[src/rtl/lp_irq_router.sv]
module lp_irq_router #(
  parameter int NCORE = 64,
  parameter int PW    = 8,
  localparam int IW   = (NCORE > 1) ? $clog2(NCORE) : 1
) (
  input  logic                clk,
  input  logic                rst_n,
  input  logic                req_valid,
  input  logic [NCORE-1:0]    req_pool,
  input  logic [PW-1:0]       req_prio,
  input  logic [NCORE-1:0]    core_ready,
  input  logic [NCORE*PW-1:0] core_prio,
  output logic                out_valid,
  output logic [NCORE-1:0]    out_grant,
  output logic [IW-1:0]       out_core,
  output logic                out_none
);

  logic [NCORE-1:0] below, cand, at_min, first;
  logic [PW-1:0]    min_p;
  logic [IW-1:0]    enc;
  logic             any;

  for (genvar i = 0; i < NCORE; i++) begin : g_core
    assign below[i]  = core_prio[i*PW +: PW] < req_prio;
    assign at_min[i] = cand[i] && (core_prio[i*PW +: PW] == min_p);
  end

  assign cand  = req_pool & core_ready & below;
  assign any   = |cand;
  assign first = at_min & (~at_min + 1'b1);

  always_comb begin
    min_p = '1;
    for (int i = 0; i < NCORE; i++)
      if (cand[i] && core_prio[i*PW +: PW] < min_p) min_p = core_prio[i*PW +: PW];
  end

  always_comb begin
    enc = '0;
    for (int i = 0; i < NCORE; i++)
      if (first[i]) enc = enc | IW'(i);
  end

  always_ff @(posedge clk or negedge rst_n) begin
    if (!rst_n) begin
      out_valid <= 1'b0;
      out_grant <= '0;
      out_core  <= '0;
      out_none  <= 1'b0;
    end else begin
      out_valid <= req_valid;
      out_grant <= req_valid ? first : '0;
      out_core  <= (req_valid && any) ? enc : '0;
      out_none  <= req_valid && !any;
    end
  end

  AST_GRANT_ONEHOT: assert property (@(posedge clk) disable iff (!rst_n)
    (out_valid && !out_none) |-> $onehot(out_grant));
  AST_NONE_CLEAR: assert property (@(posedge clk) disable iff (!rst_n)
    out_none |-> (out_grant == '0 && out_core == '0));
  AST_CORE_MATCH: assert property (@(posedge clk) disable iff (!rst_n)
    (out_valid && !out_none) |-> out_grant[out_core]);
  AST_ONE_RESULT: assert property (@(posedge clk) disable iff (!rst_n)
    req_valid |=> out_valid);
  AST_IDLE_QUIET: assert property (@(posedge clk) disable iff (!rst_n)
    !out_valid |-> (out_grant == '0 && !out_none && out_core == '0));
  AST_GRANT_ELIGIBLE: assert property (@(posedge clk) disable iff (!rst_n)
    (req_valid && any) |=> ((out_grant & $past(req_pool & core_ready)) != '0));

endmodule

[config.mk]
export PLATFORM = sky130hd
export DESIGN_NAME = lp_irq_router
export DESIGN_NICKNAME = d
export VERILOG_FILES = /design/src/rtl/lp_irq_router.sv
export SDC_FILE = /design/constraint.sdc
export NUM_CORES = 2
export LEC_CHECK = 0
export ABC_CLOCK_PERIOD_IN_PS = 800
export BUFFER_PORTS_ARGS = -buffer_cell sky130_fd_sc_hd__buf_2
export CAP_MARGIN = 20
export CORE_ASPECT_RATIO = 1.2
export CORE_MARGIN = 5
export CORE_UTILIZATION = 45
export CTS_CLUSTER_SIZE = 40
export DETAILED_ROUTE_END_ITERATION = 8
export PLACE_DENSITY = 0.66
export SLEW_MARGIN = 20
export SYNTH_ARGS = -nofsm -noshare
export SYNTH_HDL_FRONTEND = slang
export SYNTH_SLANG_ARGS = --single-unit
[constraint.sdc]
create_clock -name clk -period 0.8 [get_ports clk]
set_clock_uncertainty 0.1 [all_clocks]
set_input_delay 0.08 -clock clk [delete_from_list [all_inputs] [get_ports clk]]
set_output_delay 0.08 -clock clk [all_outputs]
set_load 0.05 [all_outputs]
* Yosys cells after proc, flatten, opt, wreduce, memory -nomap -nowiden
Index checks and enable logic that the tools add are counted.
** Word-level totals
- Flip-flop bits (word level) :: 72
- Output and inout port bits :: 72
- Input bits :: 651
- Word-level logic and storage cells :: 462
** Operators by class
- Magnitude comparators :: 128
- Mux-type cells :: 129
- $add $sub $neg :: 1
- Eq/ne operators :: 64
- Reduce and logical (&&, ||, !) cells :: 132
- Bitwise gates (word level) :: 4
** Operator list (number)
- 8-bit less-than comparator :: 127
- 8-bit == test :: 64
- 8-bit 2-to-1 mux :: 64
- 6-bit 2-to-1 mux :: 33
- 64-bit AND :: 3
- 1-bit logical AND :: 130
- 5-bit 2-to-1 mux :: 16
- 64-bit by 1-bit adder with 64-bit output (second input constant) :: 1
- 64-bit 2-to-1 mux :: 1
- 64-bit inverter :: 1
- 64-bit OR reduction :: 1
- 4-bit 2-to-1 mux :: 8
- 3-bit 2-to-1 mux :: 4
- 8-bit less-than comparator (second input constant) :: 1
- 2-bit 2-to-1 mux :: 2
- 1-bit zero test :: 1
- 1-bit 2-to-1 mux :: 1

* Depth between registers and ports, before layout
- Word-level depth :: 262
- Mapped depth :: 711
- Depth with buffers taken out :: 643

* Least setup slack after synthesis
Ideal clock, no wire load.
- Kind :: input to register
- Start :: input port req_prio[2]
- End :: register out_core[4]
- Cell stages on the path :: 654
- Required time :: 0.542 ns
- Path buffers :: 64
- Library setup time :: 0.158 ns
- Arrival :: 115.913 ns
- Slack :: -115.370 ns
- Cell sequence :: inv_1 ha_1 a211oi_2 o21ai_2 a21o_2 nor2_1 ha_1 a21oi_1 o21ai_2 or3_2 nand2_1 buf_2 nand2_1 o21ai_0 inv_1 ha_1 a21oi_1 and2b_2 [618 not listed] nor2b_1 o21ai_0 nand3_1 or3_2 a31o_1 buf_6 a21oi_2 a31o_1 buf_6 mux2i_1 or4_4 nor4_4 nand3b_1 nor4_4 nand3_4 nor4_2 a2111oi_0 a41oi_1
** On the way
- Longest elaborated chain between the ends :: 247
- Elaborated cells on any way between the ends :: 438
** Ends and longest elaborated chain
- start: declaration :: line 10 : input logic [PW-1:0] req_prio,
- 8-bit less-than comparator :: line 25 : assign below[i] = core_prio[i*PW +: PW] < req_prio;
- 64-bit AND (*) :: line 29 : assign cand = req_pool & core_ready & below;
- 1-bit logical AND :: line 36 : if (cand[i] && core_prio[i*PW +: PW] < min_p) min_p = core_prio[i*PW +: PW];
- 8-bit 2-to-1 mux :: line 36
- 8-bit less-than comparator :: line 36
- 1-bit logical AND :: line 36
- 8-bit 2-to-1 mux :: line 36
- 8-bit less-than comparator :: line 36
- [185 not listed]
- 8-bit == test :: line 26 : assign at_min[i] = cand[i] && (core_prio[i*PW +: PW] == min_p);
- 1-bit logical AND :: line 26
- 64-bit inverter :: line 31 : assign first = at_min & (~at_min + 1'b1);
- 64-bit by 1-bit adder with 64-bit output :: line 31
- 64-bit AND :: line 31
- 5-bit 2-to-1 mux (16 in a row) :: line 42 : if (first[i]) enc = enc | IW'(i);
- 6-bit 2-to-1 mux (32 in a row) :: line 42
- 6-bit 2-to-1 mux (*) :: line 54 : out_core <= (req_valid && any) ? enc : '0;
- end signal: assignment :: line 54
- end: declaration :: line 15 : output logic [IW-1:0] out_core,
Mark *: on every way between the ends. The rest lies on a longest branch, timed or not.

* Worst setup path in the final report
Same ends and word-level chain as after synthesis.

==> reports/results.ini <==
[outcome]
status = complete, but fails checks
violations = negative setup slack

[route]
num_vias = 62200
drt_wl_total_um = 255000
drt_iter0_drc = 4813
drc = 0
antenna_left = 0
via_per_inst = 6.00
firstDrtPassIters = 7
routedWlPerCell_um = 24.6

[grt]
grt_overflow = 0
grt_use_met3 = 0.0845
grt_pass1_wl_um = 370000
grt_usage = 0.427
antenna_found_initial = 20
grtUsageMet2 = 0.717
grt_pass1_vias = 62300
grt_use_met1 = 0.491
grt_max_degree = 42
gr-max-usage-layer = met2

[clocking]
cts_buffer_depth = 2
cts_htree_levels = 3
cts.sinks = 72
clk_pin_slew_ps = 70
cts-root-buf = clkbuf_16
numCtsBuffers = 9
cts_tree = yes

[synth]
synthesis.area_sq_um = 46900
synth_nets = 7286
async_flop_share = 1.00
synth_edf_count = 0
synth_seq_area_share = 0.0384
synth_flop_cell = dfrtp_1
yosysUniqueCellTypes = 199
synth_cells = 5868
ys_ff_latch = 72
yosysWarnings = 0
avgSynthCellArea_sq_um = 7.99

[finish]
nets = 10400
area_growth_pct = 62.3
final_common_cell = buf_4
drive_above_1_share = 0.529
final_cell_mix = 2447 x buf_4, 695 x ha_1, 649 x buf_2
final_util = 0.737

[timing]
fmax_mhz = 9.57
drv_slew = 0
rsz0062_at_grt = yes
tightestPinTransition_ps = 857
setup_violations = 143
slew_headroom = 0.424
setup_ws_ps = -103740
layout_min_cycle_time_ps = 104540
min_period_over_period = 131
hold_viol = 0

[die]
fp.dieW_um = 305
floorplan.rows = 129
die_height_um = 364
core_area_sq_um = 103000
floorplan.initialDensity = 0.454
ioPinCount = 723
die_area_sq_um = 111000

[setup_path]
crit_family = compound AO/OA/AOI/OAI gates
cpMostUsedCell = buf_4
required_ps = 950
cpPeakStageDelay_ps = 600
worstSetupEndpointType = flip-flop
worst-path-buf-inv = 101
path_class = in -> reg
cp-start-kind = input pin
worstPathArrival_ps = 104690
crit_slowest_cell = or4_4
worstPathMaxFanout = 8

[flow_run]
drv_cap = 0

[min_path]
holdPathEnd = out_valid
hp-class = in -> reg
hold_depth = 2
worstHoldStart = req_valid

[place]
dp_hpwl_um = 206000
portBuffers = 722
gp_congestion = 1.07

## metal layers
layer	share of wire	wire length [um]
met5	0.000051	13
met4	0.088	22400
met3	0.087	22100
met2	0.45	116000
met1	0.37	94600
## cells in the mapped netlist, types with 37 or more instances
cell type  instances  area, sq um
inv_1            351         1320
a211oi_1          71          533
nor2_1           355         1330
nor2b_1          157          982
nand2b_1          87          544
nor4_1            53          332
nand3_1          106          531
xnor2_1          322         2820
o22ai_1           79          494
buf_6             60          676
o21ai_0          409         2050
and2_2            42          315
mux2i_1          146         1460
mux2_2            63          709
buf_12            37          741
ha_1             767         9600
xor2_1           154         1350
nor3_1            87          435
clkbuf_8          43          592
a21o_1           146         1100
dfrtp_1           72         1800
nand2_1          441         1660
nand4_1           64          400
a31oi_1           50          313
o211ai_1          50          375
and3_2            44          330
a21oi_1          418         2090
## final cells by class
cell class / count / area (sq um)
clock inverter: 7 / 133
timing repair buffer: 3287 / 25000
tap: 1375 / 1720
sequential: 72 / 1840
clock buffer: 9 / 225
inverter: 355 / 1370
multi-input combinational: 5239 / 45800
fill: 7992 / 27200
antenna: 17 / 42.5
## state kept, by name (all words and copies together), names as in the netlist
name and count:
out_grant 64, out_none 1, out_valid 1, out_core 6
## worst max path at each step
stage                startpoint          end  cells past startpoint
global placement    req_prio[2]  out_core[1]                    596
CTS                 req_prio[2]  out_core[4]                    628
finish              req_prio[2]  out_core[4]                    640
global route        req_prio[7]  out_core[5]                    642
detailed placement  req_prio[2]  out_core[1]                    598
floorplan           req_prio[5]  out_core[2]                    677
## metrics by stage
step           instance area (sq um)  setup WS [ps]  cells  setup TNS, ps  hold slack [ps]
2_1_floorplan                  48900        -105650   5868       -7363540             -316
3_3_place_gp                   69300        -103610   9916       -7221770            -98.5
3_5_place_dp                   69300        -106700   9916       -7440940            -95.6
4_1_cts                        74400        -101520  10300       -7107210             24.4
5_1_grt                        76100        -108650  10400       -7600700             29.5
6_report                       76100        -103740  10400       -7260590             53.5
## cells by family after synthesis
group                    count (synthesis)  share of synthesized area
AND/OR/NAND/NOR                       1888                      0.242
AO/OA/AOI/OAI                         1795                      0.271
adder cells (fa/ha/maj)                800                      0.212
buffers and inverters                  583                     0.0872
XOR/XNOR                               493                     0.0948
multiplexers                           237                     0.0548
flip-flops                              72                     0.0384
## timing repair
item,in CTS,in global routing
endpoints found under the hold margin,72,0
hold buffers,1,0
buffers inserted,305,75
cloned,33,0
endpoints found under the setup margin,143,154
resized for setup,476,240
pin swaps,281,194
Power is not shown: default switching activity piles up to over one toggle a cycle in this logic, so the estimate is an artifact.
